===== src/rtl/incl_coh_pkg.sv =====
package incl_coh_pkg;

    typedef enum logic [2:0] {
        RQ_INV = 3'd0, RQ_XRD = 3'd1, RQ_EVS = 3'd2, RQ_EVX = 3'd3, RQ_WMS = 3'd4
    } req_op_e;

    typedef enum logic [1:0] {
        AM_I = 2'd0, AM_S = 2'd1, AM_E = 2'd2, AM_M = 2'd3
    } am_st_e;

    typedef enum logic [1:0] {
        CC_INV = 2'd0, CC_FETCH = 2'd1, CC_FILL = 2'd2, CC_INV_FWD = 2'd3
    } cc_op_e;

    typedef enum logic [2:0] {
        NT_INV_ACK = 3'd0, NT_RD_REPLY = 3'd1, NT_REPL_HOME = 3'd2,
        NT_WB_HOME = 3'd3, NT_WMISS_HOME = 3'd4
    } net_op_e;

    typedef enum logic [1:0] {
        DS_NONE = 2'd0, DS_REQ = 2'd1, DS_AM = 2'd2, DS_ACK = 2'd3
    } dsel_e;

    typedef struct packed {
        logic    cc_go;
        cc_op_e  cc_op;
        dsel_e   cc_dsel;
        logic    wait_ack;
        logic    am_go;
        am_st_e  am_st;
        logic    am_incl;
        logic    am_dat_go;
        dsel_e   am_dsel;
        logic    net_go;
        net_op_e net_op;
        dsel_e   net_dsel;
    } act_t;

    // Action for a request at the moment it is accepted.
    function automatic act_t plan_accept(logic [2:0] op, logic present,
                                         am_st_e st, logic incl, logic slot_free);
        act_t a;
        a = '0;
        case (op)
            RQ_INV: begin
                if (present && incl) begin
                    a.cc_go = 1'b1; a.cc_op = CC_INV; a.wait_ack = 1'b1;
                end else if (present) begin
                    a.am_go = 1'b1; a.am_st = AM_I; a.am_incl = 1'b0;
                    a.net_go = 1'b1; a.net_op = NT_INV_ACK;
                end else begin
                    a.cc_go = 1'b1; a.cc_op = CC_INV_FWD;
                end
            end
            RQ_XRD: begin
                if (!present || (st == AM_E && incl)) begin
                    a.cc_go = 1'b1; a.cc_op = CC_FETCH; a.wait_ack = 1'b1;
                end else begin
                    a.net_go = 1'b1; a.net_op = NT_RD_REPLY; a.net_dsel = DS_AM;
                    if (st == AM_E) begin
                        a.am_go = 1'b1; a.am_st = AM_S; a.am_incl = incl;
                    end
                end
            end
            RQ_EVS: begin
                if (present) begin
                    a.am_go = 1'b1; a.am_st = st; a.am_incl = 1'b0;
                end else begin
                    a.net_go = 1'b1; a.net_op = NT_REPL_HOME;
                end
            end
            RQ_EVX: begin
                if (present || slot_free) begin
                    a.am_go = 1'b1; a.am_st = AM_E; a.am_incl = 1'b0;
                    a.am_dat_go = 1'b1; a.am_dsel = DS_REQ;
                end else begin
                    a.net_go = 1'b1; a.net_op = NT_WB_HOME; a.net_dsel = DS_REQ;
                end
            end
            RQ_WMS: begin
                if (present && st == AM_E) begin
                    a.am_go = 1'b1; a.am_st = AM_E; a.am_incl = 1'b1;
                    a.cc_go = 1'b1; a.cc_op = CC_FILL; a.cc_dsel = DS_AM;
                end else begin
                    a.net_go = 1'b1; a.net_op = NT_WMISS_HOME;
                end
            end
            default: a = '0;
        endcase
        return a;
    endfunction

    // Action once the cache has acknowledged a waiting request.
    function automatic act_t plan_finish(logic [2:0] op, logic present);
        act_t a;
        a = '0;
        if (op == RQ_INV) begin
            a.am_go = 1'b1; a.am_st = AM_I; a.am_incl = 1'b0;
            a.net_go = 1'b1; a.net_op = NT_INV_ACK;
        end else begin
            a.net_go = 1'b1; a.net_op = NT_RD_REPLY; a.net_dsel = DS_ACK;
            if (present) begin
                a.am_go = 1'b1; a.am_st = AM_S; a.am_incl = 1'b1;
                a.am_dat_go = 1'b1; a.am_dsel = DS_ACK;
            end
        end
        return a;
    endfunction

endpackage


===== src/rtl/incl_coh_decide.sv =====
module incl_coh_decide
    import incl_coh_pkg::*;
(
    input  logic [2:0] req_op,
    input  logic       am_hit,
    input  logic [1:0] am_state,
    input  logic       am_incl,
    input  logic       am_slot_free,
    input  logic [2:0] p_op,
    input  logic       p_present,
    output logic       present,
    output act_t       acc,
    output act_t       fin
);
    am_st_e st;

    always_comb begin
        st      = am_st_e'(am_state);
        present = am_hit && (st != AM_I);
        acc     = plan_accept(req_op, present, st, am_incl, am_slot_free);
        fin     = plan_finish(p_op, p_present);
    end
endmodule


===== src/rtl/incl_coh_seq.sv =====
module incl_coh_seq
    import incl_coh_pkg::*;
#(
    parameter int ADDR_W  = 32,
    parameter int DATA_W  = 64,
    parameter int NODE_W  = 4,
    parameter int NODE_ID = 3
) (
    input  logic              clk,
    input  logic              rst,
    input  logic              req_valid,
    output logic              req_ready,
    input  logic [2:0]        req_op,
    input  logic [ADDR_W-1:0] req_addr,
    input  logic [DATA_W-1:0] req_data,
    input  logic [DATA_W-1:0] am_data,
    input  logic              present,
    input  act_t              acc,
    input  act_t              fin,
    output logic [2:0]        p_op,
    output logic              p_present,
    output logic              am_wr_en,
    output logic [ADDR_W-1:0] am_wr_addr,
    output logic [1:0]        am_wr_state,
    output logic              am_wr_incl,
    output logic              am_wr_data_en,
    output logic [DATA_W-1:0] am_wr_data,
    output logic              cc_valid,
    output logic [1:0]        cc_op,
    output logic [ADDR_W-1:0] cc_addr,
    output logic [DATA_W-1:0] cc_data,
    input  logic              cc_ack_valid,
    input  logic [DATA_W-1:0] cc_ack_data,
    output logic              net_valid,
    output logic [2:0]        net_op,
    output logic [ADDR_W-1:0] net_addr,
    output logic [NODE_W-1:0] net_src,
    output logic [DATA_W-1:0] net_data
);
    localparam logic [NODE_W-1:0] SRC_ID = NODE_W'(NODE_ID);

    logic              busy;
    logic [ADDR_W-1:0] p_addr;
    logic              take_req;
    logic              take_ack;
    act_t              act;
    logic [ADDR_W-1:0] act_addr;

    function automatic logic [DATA_W-1:0] pick(dsel_e s, logic [DATA_W-1:0] rd,
                                               logic [DATA_W-1:0] ad,
                                               logic [DATA_W-1:0] kd);
        case (s)
            DS_REQ:  return rd;
            DS_AM:   return ad;
            DS_ACK:  return kd;
            default: return '0;
        endcase
    endfunction

    assign req_ready = !busy;
    assign take_req  = req_valid && !busy;
    assign take_ack  = cc_ack_valid && busy;

    always_comb begin
        act      = take_req ? acc : fin;
        act_addr = take_req ? req_addr : p_addr;
    end

    always_ff @(posedge clk) begin
        if (rst) begin
            busy          <= 1'b0;
            p_op          <= '0;
            p_present     <= 1'b0;
            p_addr        <= '0;
            am_wr_en      <= 1'b0;
            am_wr_addr    <= '0;
            am_wr_state   <= '0;
            am_wr_incl    <= 1'b0;
            am_wr_data_en <= 1'b0;
            am_wr_data    <= '0;
            cc_valid      <= 1'b0;
            cc_op         <= '0;
            cc_addr       <= '0;
            cc_data       <= '0;
            net_valid     <= 1'b0;
            net_op        <= '0;
            net_addr      <= '0;
            net_src       <= '0;
            net_data      <= '0;
        end else begin
            am_wr_en  <= 1'b0;
            cc_valid  <= 1'b0;
            net_valid <= 1'b0;
            if (take_req || take_ack) begin
                if (take_req) begin
                    busy      <= acc.wait_ack;
                    p_op      <= req_op;
                    p_present <= present;
                    p_addr    <= req_addr;
                end else begin
                    busy <= 1'b0;
                end
                if (act.am_go) begin
                    am_wr_en      <= 1'b1;
                    am_wr_addr    <= act_addr;
                    am_wr_state   <= act.am_st;
                    am_wr_incl    <= act.am_incl;
                    am_wr_data_en <= act.am_dat_go;
                    am_wr_data    <= pick(act.am_dsel, req_data, am_data, cc_ack_data);
                end
                if (act.cc_go) begin
                    cc_valid <= 1'b1;
                    cc_op    <= act.cc_op;
                    cc_addr  <= act_addr;
                    cc_data  <= pick(act.cc_dsel, req_data, am_data, cc_ack_data);
                end
                if (act.net_go) begin
                    net_valid <= 1'b1;
                    net_op    <= act.net_op;
                    net_addr  <= act_addr;
                    net_src   <= SRC_ID;
                    net_data  <= pick(act.net_dsel, req_data, am_data, cc_ack_data);
                end
            end
        end
    end

    AST_CMD_HOLDS_READY: assert property (@(posedge clk) disable iff (rst)
        (cc_valid && (cc_op == CC_INV || cc_op == CC_FETCH)) |-> !req_ready);
    AST_ACCEPT_ACTS: assert property (@(posedge clk) disable iff (rst)
        (req_valid && req_ready && req_op <= 3'd4) |=> (cc_valid || net_valid || am_wr_en));
    AST_INVAL_ACKS: assert property (@(posedge clk) disable iff (rst)
        (am_wr_en && am_wr_state == AM_I) |-> (net_valid && net_op == NT_INV_ACK));
    AST_FILL_INCL: assert property (@(posedge clk) disable iff (rst)
        (cc_valid && cc_op == CC_FILL) |-> (am_wr_en && am_wr_incl));
    AST_FETCH_QUIET: assert property (@(posedge clk) disable iff (rst)
        (cc_valid && cc_op == CC_FETCH) |-> (!net_valid && !am_wr_en));
    AST_SRC_FIXED: assert property (@(posedge clk) disable iff (rst)
        net_valid |-> (net_src == SRC_ID));
endmodule


===== src/rtl/incl_coh_ctrl.sv =====
module incl_coh_ctrl
    import incl_coh_pkg::*;
#(
    parameter int ADDR_W  = 32,
    parameter int DATA_W  = 64,
    parameter int NODE_W  = 4,
    parameter int NODE_ID = 3
) (
    input  logic              clk,
    input  logic              rst,
    input  logic              req_valid,
    output logic              req_ready,
    input  logic [2:0]        req_op,
    input  logic [ADDR_W-1:0] req_addr,
    input  logic [DATA_W-1:0] req_data,
    output logic [ADDR_W-1:0] am_lk_addr,
    input  logic              am_hit,
    input  logic [1:0]        am_state,
    input  logic              am_incl,
    input  logic [DATA_W-1:0] am_data,
    input  logic              am_slot_free,
    output logic              am_wr_en,
    output logic [ADDR_W-1:0] am_wr_addr,
    output logic [1:0]        am_wr_state,
    output logic              am_wr_incl,
    output logic              am_wr_data_en,
    output logic [DATA_W-1:0] am_wr_data,
    output logic              cc_valid,
    output logic [1:0]        cc_op,
    output logic [ADDR_W-1:0] cc_addr,
    output logic [DATA_W-1:0] cc_data,
    input  logic              cc_ack_valid,
    input  logic [DATA_W-1:0] cc_ack_data,
    output logic              net_valid,
    output logic [2:0]        net_op,
    output logic [ADDR_W-1:0] net_addr,
    output logic [NODE_W-1:0] net_src,
    output logic [DATA_W-1:0] net_data
);
    logic       present;
    act_t       acc;
    act_t       fin;
    logic [2:0] p_op;
    logic       p_present;

    assign am_lk_addr = req_addr;

    incl_coh_decide u_decide (
        .req_op       (req_op),
        .am_hit       (am_hit),
        .am_state     (am_state),
        .am_incl      (am_incl),
        .am_slot_free (am_slot_free),
        .p_op         (p_op),
        .p_present    (p_present),
        .present      (present),
        .acc          (acc),
        .fin          (fin)
    );

    incl_coh_seq #(
        .ADDR_W (ADDR_W), .DATA_W (DATA_W), .NODE_W (NODE_W), .NODE_ID (NODE_ID)
    ) u_seq (
        .clk           (clk),
        .rst           (rst),
        .req_valid     (req_valid),
        .req_ready     (req_ready),
        .req_op        (req_op),
        .req_addr      (req_addr),
        .req_data      (req_data),
        .am_data       (am_data),
        .present       (present),
        .acc           (acc),
        .fin           (fin),
        .p_op          (p_op),
        .p_present     (p_present),
        .am_wr_en      (am_wr_en),
        .am_wr_addr    (am_wr_addr),
        .am_wr_state   (am_wr_state),
        .am_wr_incl    (am_wr_incl),
        .am_wr_data_en (am_wr_data_en),
        .am_wr_data    (am_wr_data),
        .cc_valid      (cc_valid),
        .cc_op         (cc_op),
        .cc_addr       (cc_addr),
        .cc_data       (cc_data),
        .cc_ack_valid  (cc_ack_valid),
        .cc_ack_data   (cc_ack_data),
        .net_valid     (net_valid),
        .net_op        (net_op),
        .net_addr      (net_addr),
        .net_src       (net_src),
        .net_data      (net_data)
    );
endmodule


===== config.mk =====
export PLATFORM = sky130hd
export DESIGN_NAME = incl_coh_ctrl
export DESIGN_NICKNAME = d
export VERILOG_FILES = /design/src/rtl/incl_coh_pkg.sv /design/src/rtl/incl_coh_decide.sv /design/src/rtl/incl_coh_seq.sv /design/src/rtl/incl_coh_ctrl.sv
export SDC_FILE = /design/constraint.sdc
export NUM_CORES = 1
export LEC_CHECK = 0
export BUFFER_PORTS_ARGS = -buffer_cell sky130_fd_sc_hd__buf_2
export CAP_MARGIN = 40
export CORE_AREA = 2 2 220 222
export CTS_BUF_LIST = sky130_fd_sc_hd__clkbuf_8
export DETAILED_ROUTE_END_ITERATION = 8
export DIE_AREA = 0 0 222 224
export PLACE_DENSITY_LB_ADDON = 0.12
export SLEW_MARGIN = 40
export SYNTH_ARGS = -nofsm -noshare
export SYNTH_HDL_FRONTEND = slang
export SYNTH_SLANG_ARGS = --single-unit
export TNS_END_PERCENT = 20

===== constraint.sdc =====
create_clock -name clk -period 4.4 [get_ports clk]
set_clock_uncertainty 0.1 [all_clocks]
set_input_delay 0 -clock clk [delete_from_list [all_inputs] [get_ports clk]]
set_output_delay 0 -clock clk [all_outputs]
set_load 0.01 [all_outputs]

* Word-level counts from Yosys, hierarchy flattened *
Cells that the tools add are included.

operators by class
  equal/unequal tests = 14
  mux-type cells = 38
  bitwise operators = 1
  reductions and logical operators = 19

operator list
  operator              number
  $pmux W64 S3          3
  $pmux W4 S5           2
  $mux W4               9
  $mux W32              1
  $mux W19              1
  $mux W3               5
  $eq A2 B2 Y1 const B  7
  $mux W7               2
  $mux W6               2
  $pmux W3 S3           1
  $reduce_and A2 Y1     4
  $mux W1               7
  $eq A2 B1 Y1 const B  3
  $eq A3 B2 Y1 const B  2
  $logic_and A1 B1 Y1   6
  $logic_not A3 Y1      2
  $mux W5               1
  $mux W2               2
  $pmux W2 S2           1
  $eq A3 B1 Y1 const B  1
  $eq A3 B3 Y1 const B  1
  $logic_or A1 B1 Y1    3
  $logic_not A1 Y1      2
  $pmux W1 S2           1
  3 further kinds       3

storage, ports and cells
  register bits after elaboration = 338
  input bits = 236
  output and inout bits = 337

* Depth between registers and ports, before layout *
Gate-level depths: netlist of run 1.

  depth after elaboration = 9
  gate-level depth with buffers = 8

* Hierarchy *
A second synthesis of run 1 with hierarchy kept.

second synthesis, totals
  cell total of the unflattened synthesis = 1,771
  area, all modules = 17,435.5 um2

by module, submodules not included
  module           instances  cells an instance  area each (um2)
  incl_coh_seq     1          1,661              16,662.2
  incl_coh_decide  1          78                 533.0
  incl_coh_ctrl    1          32                 240.2

* Least setup slack after synthesis of run 1 *
No wires, ideal clock.

  path kind = reg-to-reg
  start point = register u_seq.p_op[2]
  end point = register u_seq.am_wr_data[50]
  arrival = 1,697 ps
  slack = 2,471 ps
  cell stages (with the launch flop) = 8
  path buffers = 2
  period minus slack after synthesis = 1,929 ps
  cell sequence = dfxtp_1 or3_1 a31oi_1 o41ai_4 buf_4 buf_4 a221oi_1 nor3_1

on the way
  cells in the longest elaborated chain, start to end = 5
  elaborated cells between the ends (all ways) = 9

RTL lines
  what                                          line                 RTL
  start: declaration                            incl_coh_seq.sv:20   output logic [2:0] p_op,
  start signal: assignment                      incl_coh_seq.sv:97   p_op <= req_op;
  $logic_not A3 Y1 (*)                          incl_coh_pkg.sv:97   if (op == RQ_INV) begin
  $mux W3                                       incl_coh_pkg.sv:97
  $mux W19 (*)                                  incl_coh_seq.sv:65   act = take_req ? acc : fin;
  $eq A2 B2 Y1 or $eq A2 B1 Y1 (tied branches)  incl_coh_seq.sv:52   case (s)
  $pmux W64 S3                                  incl_coh_seq.sv:52
  end signal: assignment                        incl_coh_seq.sv:109  am_wr_data <= pick(act.am_dsel, req_data, am_data, cc_ack_data);
  end: declaration                              incl_coh_seq.sv:27   output logic [DATA_W-1:0] am_wr_data,

Every way passes the cells marked *; elsewhere a longest branch is shown, timed or not.
A chain may end at the register's enable or synchronous reset.

* Worst setup path in the final report of run 1 *
  start point = register u_seq.busy
  end point = register u_seq.am_wr_data[59]

on the way
  cells in the longest elaborated chain, start to end = 5
  elaborated cells between the ends (all ways) = 10

RTL lines
  what                                          line                RTL
  start: declaration                            incl_coh_seq.sv:42  logic busy;
  start signal: assignment                      incl_coh_seq.sv:96  busy <= acc.wait_ack;
  $logic_not A1 Y1                              incl_coh_seq.sv:61  assign take_req = req_valid && !busy;
  $logic_and A1 B1 Y1                           incl_coh_seq.sv:61
  $mux W19                                      incl_coh_seq.sv:65
  $eq A2 B2 Y1 or $eq A2 B1 Y1 (tied branches)  incl_coh_seq.sv:52
  $pmux W64 S3                                  incl_coh_seq.sv:52

Parallel ways exist; a longest one is shown, timed or not.

==> results.sh, run 1 <==
export IMPL_period_needed_ps=3850
export IMPL_syn_to_final_growth_pct=63.2
export IMPL_yosysWarnings=0
export IMPL_synth_area_sq_um=13000
export IMPL_setup_tns_ps=0
export IMPL_post_dp_hpwl_um=38100
export IMPL_cts_setup_buffers=0
export IMPL_worst_hold_slack_ps=66.1
export IMPL_grt_use_total=0.226
export IMPL_first_pass_iters=8
export IMPL_insertion_delay_ps=650
export IMPL_vias_per_cell=5.00
export IMPL_end_kind="flop"
export IMPL_start_kind="flop"
export IMPL_synthFlopType="dfxtp_1"
export IMPL_yosysUniqueCellTypes=48
export IMPL_grt_max_degree=80
export IMPL_row_count=80
export IMPL_status="complete, no violations"
export IMPL_drive_gt1_frac=0.313
export IMPL_routedWlPerCell_um=20.5
export IMPL_critPathMaxFanout=43
export IMPL_setup_slack_ps=549
export IMPL_rsz0062_at_grt="false"
export IMPL_cts_num_sinks=338
export IMPL_drt_wl_total_um=59100
export IMPL_die_x_um=222
export IMPL_tightest_slew_ps=777
export IMPL_synthCells=1352
export IMPL_vias=14400
export IMPL_clk_path_buf_depth=3
export IMPL_p_per_area_nw_per_um2=354
export IMPL_ios=573
export IMPL_core_sq_um=47300
export IMPL_cts_htree_levels=2
export IMPL_dieHeight_um=224
export IMPL_start_util=0.274
export IMPL_synth_edf_count=0
export IMPL_cp_required_ps=4890
export IMPL_place_congestion=0.836
export IMPL_setup_viol=0
export IMPL_utilization=0.448
export IMPL_fillers=4668
export IMPL_drtAntennaViolNets=0
export IMPL_clk_pin_slew_worst_paths_ps=60
export IMPL_path_class="reg2reg"
export IMPL_cpPeakStageDelay_ps=630
export IMPL_slew_headroom=0.482
export IMPL_pre_cts_ws_ps=1640
export IMPL_fmax_mhz=260
export IMPL_cts_resized=0
export IMPL_dieArea_sq_um=49700
export IMPL_drc=0
export IMPL_synth_avg_cell_area_sq_um=9.60
export IMPL_async_flop_share=0
export IMPL_final_common_cell="buf_2"
export IMPL_arrival_ps=4340
export IMPL_ys_ff_latch=338
export IMPL_layout_common_cells="buf_2, dlygate4sd3_1, dfxtp_1, nand2_1, clkbuf_8"
export IMPL_overflow=0
export IMPL_period_share=0.875
export IMPL_cts_buffers=60
export IMPL_tritoncts="built"
export IMPL_yosysSeqAreaShare=0.521
export IMPL_drv_slew=0
export IMPL_fin_nets=2460
export IMPL_cp_cell_sequence="nor2b_4, buf_4, nand3_1, nor2_4, buf_4, a221oi_2, dlygate4sd3_1, nor3_1, dlygate4sd3_1"
export IMPL_slowest_stage="nor2_4"
export IMPL_timing_max_cap_violations=0
export IMPL_hold_path_class="in2reg"
export IMPL_grt_first_pass_wirelength_um=87900
export IMPL_portBuffers=570
export IMPL_drt_initial_drc_count=1054
export IMPL_vdd_ir_drop_max_v=0.000212
export IMPL_leakagePower_nw=9.29
export IMPL_antenna_found_initial=2
export IMPL_grt_pass1_vias=14700
export IMPL_finalHoldViolations=0
export IMPL_ctsHoldBuffers=382
export IMPL_cts_root_buf="clkbuf_8"
## routing by layer
layer,global-route usage,up-vias,part of all wire
li1,-,6741,-
met4,0.113,0,0.047
met5,0,-,0
met3,0.0610,141,0.076
met1,0.271,6908,0.40
met2,0.374,643,0.48
## worst max-delay path: cells and delay by family, from the launching register on
kind            cells  cell delay [ps]
compound gates      1               70
simple gates        4             1200
flops               1              370
buf+inv             4             2000
## cell usage after synthesis (2+ instances only)
cell,instances,area share
buf_2,31,0.012
nand2_1,110,0.032
o2bb2ai_1,64,0.043
nand3b_1,66,0.038
o31ai_1,2,0.0012
buf_4,40,0.023
and2_1,2,0.00096
o32ai_1,2,0.0013
o21ai_1,20,0.0077
nor3_1,72,0.028
nand2b_1,38,0.018
clkbuf_2,2,0.00077
o21ai_0,83,0.032
dfxtp_1,338,0.52
a22o_1,64,0.043
clkbuf_1,87,0.025
a31oi_1,2,0.00096
o21ai_2,2,0.0013
a211oi_1,3,0.0017
nand3_1,3,0.0012
a21boi_0,2,0.0012
o211ai_1,2,0.0012
nor2b_1,6,0.0029
buf_6,3,0.0026
nor2_1,79,0.023
a21oi_1,40,0.015
a221oi_2,5,0.0058
inv_1,36,0.010
o21a_1,2,0.0012
a222oi_1,64,0.049
a221oi_1,59,0.040
buf_1,7,0.0020
## logic make-up after synthesis
group / Yosys count / synth area share
other: 1 / 0.000289
AOI/OAI and AO/OA: 421 / 0.252
muxes: 1 / 0.000771
and+or+nand+nor: 385 / 0.150
DFF: 338 / 0.521
buffers and inverters: 206 / 0.0760
## power by group
part	internal, mW	switching [mW]	total, mW
Combinational	0.581	0.633	1.21
Clock	1.68	1.36	3.03
Sequential	3.19	0.0620	3.25
Total	5.45	2.05	7.50
## through the flow
stage          std cells  instance area, sq um  total power [mW]
6_report            2887                 21200              7.50
3_3_place_gp        2394                 16100              4.22
2_1_floorplan       1353                 13000              3.80
5_1_grt             2887                 21200              7.84
3_5_place_dp        2394                 16100              4.23
4_1_cts             2885                 21200              7.59
## flip-flops by register name, indices dropped and copies added (netlist names)
register,cells
u_seq.am_wr_addr,32
u_seq.am_wr_data,64
u_seq.am_wr_data_en,1
u_seq.am_wr_en,1
u_seq.am_wr_incl,1
u_seq.am_wr_state,2
u_seq.busy,1
u_seq.cc_addr,32
u_seq.cc_data,64
u_seq.cc_op,2
u_seq.cc_valid,1
u_seq.net_addr,32
u_seq.net_data,64
u_seq.net_op,3
u_seq.net_src,1
u_seq.net_valid,1
u_seq.p_addr,32
u_seq.p_op,3
u_seq.p_present,1
## final timing paths
kind                           start              endpoint  slack (ps)  depth (start not counted)
setup / recovery          u_seq.busy  u_seq.am_wr_data[59]         550                          9
hold / removal           am_data[53]     u_seq.cc_data[53]          70                          3
setup reg to reg          u_seq.busy  u_seq.am_wr_data[59]         550                          9
hold reg to reg   u_seq.net_data[57]    u_seq.net_data[57]         350                          1
## layout make-up
cell class / count / area, sq um / share of cell area
repair buffers: 979 / 6940 / 0.327
flip-flops and latches: 338 / 6770 / 0.319
multi-input cells: 809 / 5320 / 0.251
clock buffers: 84 / 1160 / 0.0546
well taps: 615 / 769 / 0.0363
inverters: 36 / 135 / 0.00638
clock inverters: 25 / 104 / 0.00490
diodes: 1 / 2.50 / 0.000118
Note: power is estimated with default switching activity, not from simulation.
==> run 2: changes to the inputs <==
--- a/config.mk
+++ b/config.mk
@@ -12,6 +12,7 @@
 export DETAILED_ROUTE_END_ITERATION = 8
 export DIE_AREA = 0 0 222 224
 export PLACE_DENSITY_LB_ADDON = 0.12
+export RECOVER_POWER = 50
 export SLEW_MARGIN = 40
 export SYNTH_ARGS = -nofsm -noshare
 export SYNTH_HDL_FRONTEND = slang
==> run 2 against run 1 <==
Compared with the run above: sequential share of layout area increased by 0.64 points; routed wire length decreased by 0.19%; final cell count unchanged; utilization decreased by 0.89 points; hold slack got worse by 3.0 ps; sequential cell count unchanged; global-route usage unchanged; critical path type unchanged; critical endpoint unchanged; largest cell class is now registers.
==> results.sh, run 2 (synthesis results as in run 1) <==
export IMPL_ios=573
export IMPL_dieArea_sq_um=49700
export IMPL_insertion_delay_ps=640
export IMPL_period_share=0.875
export IMPL_drv_slew=0
export IMPL_vias_per_cell=4.99
export IMPL_cts_buffers=60
export IMPL_p_per_area_nw_per_um2=360
export IMPL_path_class="reg2reg"
export IMPL_seq_power_share=0.436
export IMPL_cp_cell_sequence="nor2b_4, buf_4, nand3_1, nor2_4, buf_4, a221oi_2, dlygate4sd3_1, nor3_1, dlygate4sd3_1"
export IMPL_place_congestion=0.836
export IMPL_internal_power_mw=5.42
export IMPL_rsz0062_at_grt="false"
export IMPL_syn_to_final_growth_pct=60.0
export IMPL_arrival_ps=4330
export IMPL_status="complete, no violations"
export IMPL_drive_gt1_frac=0.165
export IMPL_overflow=0
export IMPL_tightest_slew_ps=772
export IMPL_grt_use_total=0.226
export IMPL_tritoncts="built"
export IMPL_end_kind="flop"
export IMPL_start_util=0.274
export IMPL_drt_initial_drc_count=1052
export IMPL_cts_htree_levels=2
export IMPL_power_switching_share=0.275
export IMPL_finalHoldViolations=0
export IMPL_slew_headroom=0.485
export IMPL_slowest_stage="nor2_4"
export IMPL_start_kind="flop"
export IMPL_largest_registers="u_seq.am_wr_data: 64 flops, u_seq.cc_data: 64 flops, u_seq.net_data: 64 flops"
export IMPL_vias=14400
export IMPL_cp_required_ps=4880
export IMPL_setup_viol=0
export IMPL_crit_buf_inv=4
export IMPL_antenna_found_initial=2
export IMPL_final_common_cell="dlygate4sd3_1"
export IMPL_power_switching_mw=2.05
export IMPL_setup_tns_ps=0
export IMPL_routedWlPerCell_um=20.4
export IMPL_critical_path_top_delay_family="buffers and inverters"
export IMPL_cts_root_buf="clkbuf_8"
export IMPL_post_dp_hpwl_um=38100
export IMPL_vdd_ir_drop_max_v=0.000212
export IMPL_fillers=4807
export IMPL_drtAntennaViolNets=0
export IMPL_cts_num_sinks=338
export IMPL_grt_max_degree=80
export IMPL_row_count=80
export IMPL_cpPeakStageDelay_ps=650
export IMPL_grt_first_pass_wirelength_um=87900
export IMPL_fin_nets=2460
export IMPL_clk_pin_slew_worst_paths_ps=60
export IMPL_clkPwrFrac=0.406
export IMPL_leakagePower_nw=7.91
export IMPL_die_x_um=222
export IMPL_stdcell_area_sq_um=20800
export IMPL_portBuffers=570
export IMPL_clk_path_buf_depth=3
export IMPL_first_pass_iters=7
export IMPL_timing_max_cap_violations=0
export IMPL_hold_path_class="in2reg"
export IMPL_p_comb_frac=0.158
export IMPL_drc=0
export IMPL_drt_wl_total_um=59000
export IMPL_fmax_mhz=260
export IMPL_worst_hold_slack_ps=63.1
export IMPL_placed_area_sq_um=16100
export IMPL_core_sq_um=47300
export IMPL_period_needed_ps=3850
export IMPL_grt_pass1_vias=14700
export IMPL_layout_common_cells="dlygate4sd3_1, dfxtp_1, clkbuf_1, buf_2, nand2_1"
export IMPL_dieHeight_um=224
export IMPL_critPathMaxFanout=43
==> run 2: cell types whose count changed in the layout (fill, tap and decap cells not counted) <==
cell,before,now
buf_2,569,234
clkbuf_1,0,335
==> run 2: cell type report <==
type,count,area (sq um),area share
Antenna cell,1,2.50,0.000120
Clock inverter,25,104,0.00500
Inverter,36,135,0.00651
Timing Repair Buffer,979,6520,0.314
Tap cell,615,769,0.0370
Clock buffer,84,1160,0.0557
Sequential cell,338,6770,0.326
Multi-Input combinational cell,809,5320,0.256
==> run 2: final timing paths <==
kind         slack [ps]                    to  depth (start not counted)            start
max                 550  u_seq.am_wr_data[59]                          9       u_seq.busy
min reg2reg         360       u_seq.p_present                          2  u_seq.p_present
min                  60     u_seq.cc_data[22]                          3      am_data[22]
max reg2reg         550  u_seq.am_wr_data[59]                          9       u_seq.busy
==> run 2: what timing repair did <==
item | 4_1_cts | 5_1_grt
endpoints found under the hold margin | 336 | 0
buffers inserted | 0 | 0
gates resized for setup | 0 | 0
hold buffers | 382 | 0
==> run 2: power groups by stage <==
stage / logic (mW) / clock network, mW / registers [mW]
3_5_place_dp: 0.911 / 0 / 3.32
5_1_grt: 1.28 / 3.27 / 3.27
6_report: 1.18 / 3.03 / 3.25
3_3_place_gp: 0.908 / 0 / 3.31
2_1_floorplan: 0.435 / 0 / 3.36
4_1_cts: 1.21 / 3.13 / 3.25
==> run 2: tightest hold or removal path: stages <==
cell           delay [ps]
dlygate4sd3_1         540
buf_2                 130
a22o_1                120
==> run 2: through the flow <==
stage          setup slack (ps)  cells  power (mW)   util
3_5_place_dp               1640   2394        4.23  0.339
4_1_cts                     561   2885        7.59  0.447
5_1_grt                     326   2887        7.81  0.439
3_3_place_gp               1690   2394        4.22  0.339
2_1_floorplan              2470   1353        3.80      -
6_report                    551   2887        7.47  0.439
==> run 2: metal layers <==
layer | GRT usage | vias to the layer above | wire [um]
li1 | - | 6745 | -
met1 | 0.271 | 6882 | 23600
met2 | 0.374 | 640 | 28200
met3 | 0.0610 | 143 | 4450
met4 | 0.113 | 0 | 2760
met5 | 0 | - | 0
==> run 3: changes to the inputs <==
--- a/config.mk
+++ b/config.mk
@@ -7,10 +7,10 @@
 export LEC_CHECK = 0
 export BUFFER_PORTS_ARGS = -buffer_cell sky130_fd_sc_hd__buf_2
 export CAP_MARGIN = 40
-export CORE_AREA = 2 2 220 222
-export CTS_BUF_LIST = sky130_fd_sc_hd__clkbuf_8
+export CORE_AREA = 2 2 222 224
+export CTS_BUF_LIST = sky130_fd_sc_hd__clkbuf_4
 export DETAILED_ROUTE_END_ITERATION = 8
-export DIE_AREA = 0 0 222 224
+export DIE_AREA = 0 0 224 226
 export PLACE_DENSITY_LB_ADDON = 0.12
 export RECOVER_POWER = 50
 export SLEW_MARGIN = 40
==> constraint.sdc (replaced) <==
create_clock -name clk -period 3.7 [get_ports clk]
set_clock_uncertainty 0.1 [all_clocks]
set_input_delay 0 -clock clk [delete_from_list [all_inputs] [get_ports clk]]
set_output_delay 0 -clock clk [all_outputs]
set_load 0.01 [all_outputs]
==> run 3 against run 2 <==
Compared with the run above: synthesized cell count stayed put; area after synthesis stayed put; the run now fails in clock tree synthesis.
==> results.sh, run 3 <==
export IMPL_synth_avg_cell_area_sq_um=9.60
export IMPL_cts_resized=0
export IMPL_async_flop_share=0
export IMPL_yosysSeqAreaShare=0.521
export IMPL_synth_area_sq_um=13000
export IMPL_dieHeight_um=226
export IMPL_cts_setup_buffers=0
export IMPL_yosysTopAreaCell="dfxtp_1"
export IMPL_synthFlopType="dfxtp_1"
export IMPL_clk_path_buf_depth=3
export IMPL_synthTopCellsByArea="dfxtp_1, a222oi_1, a22o_1, o2bb2ai_1, a221oi_1"
export IMPL_error="[ERROR RSZ-0060] Max buffer count reached."
export IMPL_post_dp_hpwl_um=37200
export IMPL_cts_num_sinks=338
export IMPL_synthTopCellsByCount="dfxtp_1, nand2_1, clkbuf_1"
export IMPL_synth_top_area_share=0.521
export IMPL_die_x_um=224
export IMPL_yosysUniqueCellTypes=48
export IMPL_start_util=0.269
export IMPL_row_count=81
export IMPL_ys_ff_latch=338
export IMPL_ctsHoldBuffers=514
export IMPL_post_synth_top_count_cell="dfxtp_1"
export IMPL_yosysWarnings=0
export IMPL_portBuffers=570
export IMPL_status="did not finish"
export IMPL_dp_cells=2398
export IMPL_cts_buffers=98
export IMPL_cts_htree_levels=3
export IMPL_ios=573
export IMPL_synthCells=1352
export IMPL_stop_stage="clock tree synthesis"
export IMPL_place_congestion=0.818
export IMPL_synth_edf_count=0
export IMPL_cts_root_buf="clkbuf_4"
==> run 3: cell counts after synthesis <==
Identical to the previous run, type by type.
==> run 3: cells by family after synthesis <==
family / count (synthesis) / synth area share
compound gates: 421 / 0.252
buf+inv: 206 / 0.0760
flops: 338 / 0.521
mux: 1 / 0.000771
other cells: 1 / 0.000289
simple gates: 385 / 0.150
==> run 3: through the flow <==
step	cell area [sq um]	worst slack, ps	util	hold slack, ps
2_1_floorplan	13000	1770	-	-8.23
3_3_place_gp	16100	1270	0.334	105
3_5_place_dp	16100	1250	0.334	105
==> run 4: changes to the inputs <==
--- a/config.mk
+++ b/config.mk
@@ -7,11 +7,10 @@
 export LEC_CHECK = 0
 export BUFFER_PORTS_ARGS = -buffer_cell sky130_fd_sc_hd__buf_2
 export CAP_MARGIN = 40
-export CORE_AREA = 2 2 222 224
-export CTS_BUF_LIST = sky130_fd_sc_hd__clkbuf_4
+export CORE_AREA = 2 2 225 227
 export DETAILED_ROUTE_END_ITERATION = 8
-export DIE_AREA = 0 0 224 226
-export PLACE_DENSITY_LB_ADDON = 0.12
+export DIE_AREA = 0 0 227 229
+export PLACE_DENSITY_LB_ADDON = 0.15
 export RECOVER_POWER = 50
 export SLEW_MARGIN = 40
 export SYNTH_ARGS = -nofsm -noshare
==> run 4 against run 3 <==
Compared with the run above: the run now ends clean.
==> results.sh, run 4 (synthesis results as in run 1) <==
export IMPL_final_common_cell="dlygate4sd3_1"
export IMPL_tightest_slew_ps=772
export IMPL_cpPeakStageDelay_ps=610
export IMPL_worstHoldEndpoint="u_seq.cc_data[12]"
export IMPL_period_share=0.901
export IMPL_drv_slew=0
export IMPL_portBuffers=570
export IMPL_end_kind="flop"
export IMPL_hp_start="am_data[12]"
export IMPL_dieHeight_um=229
export IMPL_clk_path_buf_depth=3
export IMPL_post_dp_hpwl_um=36800
export IMPL_r2r_start="u_seq.busy"
export IMPL_grt_pass1_vias=14100
export IMPL_period_needed_ps=3330
export IMPL_row_count=82
export IMPL_path_common_cell="dlygate4sd3_1"
export IMPL_cts_resized=0
export IMPL_insertion_delay_ps=540
export IMPL_r2r_setup_slack_ps=410
export IMPL_r2r_end="u_seq.am_wr_data[7]"
export IMPL_rr_worst_depth=8
export IMPL_ios=573
export IMPL_dieArea_sq_um=52000
export IMPL_start_util=0.261
export IMPL_drive_gt1_frac=0.152
export IMPL_setup_viol=0
export IMPL_drtAntennaViolNets=0
export IMPL_drt_initial_drc_count=1083
export IMPL_grt_use_total=0.213
export IMPL_cp_cell_sequence="dlygate4sd3_1, buf_2, nand3b_1, nor4b_2, o41ai_4, buf_12, a221oi_1, dlygate4sd3_1, nor3_1, dlygate4sd3_1"
export IMPL_setup_tns_ps=0
export IMPL_grt_max_degree=110
export IMPL_overflow=0
export IMPL_slowest_stage="nor4b_2"
export IMPL_cp_required_ps=4030
export IMPL_first_pass_iters=8
export IMPL_leakagePower_nw=7.73
export IMPL_utilization=0.415
export IMPL_die_x_um=227
export IMPL_path_class="in2reg"
export IMPL_fin_nets=2413
export IMPL_vias_per_cell=4.92
export IMPL_cts_htree_levels=2
export IMPL_cts_root_buf="clkbuf_16"
export IMPL_whs_path_depth=3
export IMPL_vias=14100
export IMPL_largest_registers="u_seq.am_wr_data: 64 flops, u_seq.cc_data: 64 flops, u_seq.net_data: 64 flops"
export IMPL_start_kind="input port"
export IMPL_syn_to_final_growth_pct=58.8
export IMPL_rsz0062_at_grt="false"
export IMPL_tritoncts="built"
export IMPL_routedWlPerCell_um=20.1
export IMPL_drt_wl_total_um=57800
export IMPL_clk_pin_slew_worst_paths_ps=60
export IMPL_timing_max_cap_violations=0
export IMPL_p_per_area_nw_per_um2=435
export IMPL_cts_num_sinks=338
export IMPL_vdd_ir_drop_max_v=0.000253
export IMPL_critPathMaxFanout=79
export IMPL_finalHoldViolations=0
export IMPL_cts_buffers=40
export IMPL_grt_first_pass_wirelength_um=85900
export IMPL_drc=0
export IMPL_core_sq_um=49700
export IMPL_status="complete, no violations"
export IMPL_place_congestion=0.857
export IMPL_arrival_ps=3660
export IMPL_layout_common_cells="dlygate4sd3_1, clkbuf_1, dfxtp_1, buf_2, nand2_1"
export IMPL_antenna_found_initial=2
export IMPL_slew_headroom=0.485
export IMPL_fmax_mhz=300
export IMPL_hold_path_class="in2reg"
export IMPL_worst_hold_slack_ps=126
-- run 4: power by group --
group	internal (mW)	total, mW	switching [mW]	leakage [nW]
Clock	2.16	3.69	1.53	0.580
Combinational	0.649	1.40	0.751	4.40
Sequential	3.79	3.87	0.0737	2.75
Total	6.60	8.96	2.35	7.73
-- run 4: worst max path at each step --
stage          slack (ps)              endpoint  cells past startpoint           from
6_report              370   u_seq.am_wr_data[7]                     10    am_state[0]
5_1_grt               210   u_seq.am_wr_data[7]                      8     u_seq.busy
4_1_cts               480   u_seq.am_wr_data[6]                      8     u_seq.busy
3_5_place_dp         1120    u_seq.net_data[37]                      6     u_seq.busy
3_3_place_gp         1180    u_seq.net_data[37]                      6     u_seq.busy
2_1_floorplan        1770  u_seq.am_wr_data[50]                      7  u_seq.p_op[2]
-- run 4: worst max-delay path, delay by kind of cell --
kind / cells / cell delay (ps)
AO/OA/AOI/OAI: 2 / 480
buffers and inverters: 5 / 2160
AND/OR/NAND/NOR: 3 / 930
-- run 4: what timing repair did --
action / CTS / global route
endpoints found under the hold margin: 333 / 0
endpoints found under the setup margin: 0 / 0
buffers inserted: 0 / 0
hold buffers: 357 / 0
-- run 4: final cells by class --
| class | count | area (sq um) |
|---|---|---|
| antenna | 2 | 5.00 |
| clock buffer | 62 | 1170 |
| clock inverter | 3 | 17.5 |
| fill | 5142 | 29000 |
| inverter | 36 | 135 |
| multi-input combinational | 809 | 5310 |
| sequential | 338 | 6770 |
| tap | 672 | 841 |
| timing repair buffer | 952 | 6360 |
-- run 4: metrics by stage --
stage | instances | power (mW) | setup slack [ps] | area (sq um)
2_1_floorplan | 1353 | 4.51 | 1770 | 13000
3_3_place_gp | 2449 | 5.02 | 1180 | 16200
3_5_place_dp | 2450 | 5.03 | 1120 | 16300
4_1_cts | 2872 | 9.11 | 477 | 21000
5_1_grt | 2874 | 9.36 | 212 | 20600
6_report | 2874 | 8.96 | 365 | 20600
-- run 4: layer usage --
layer / GRT usage / share of wire / vias to the layer above
li1: - / - / 6629
met1: 0.266 / 0.41 / 6772
met2: 0.351 / 0.48 / 610
met3: 0.0449 / 0.071 / 119
met4: 0.0984 / 0.042 / 0
met5: 0 / 0 / -
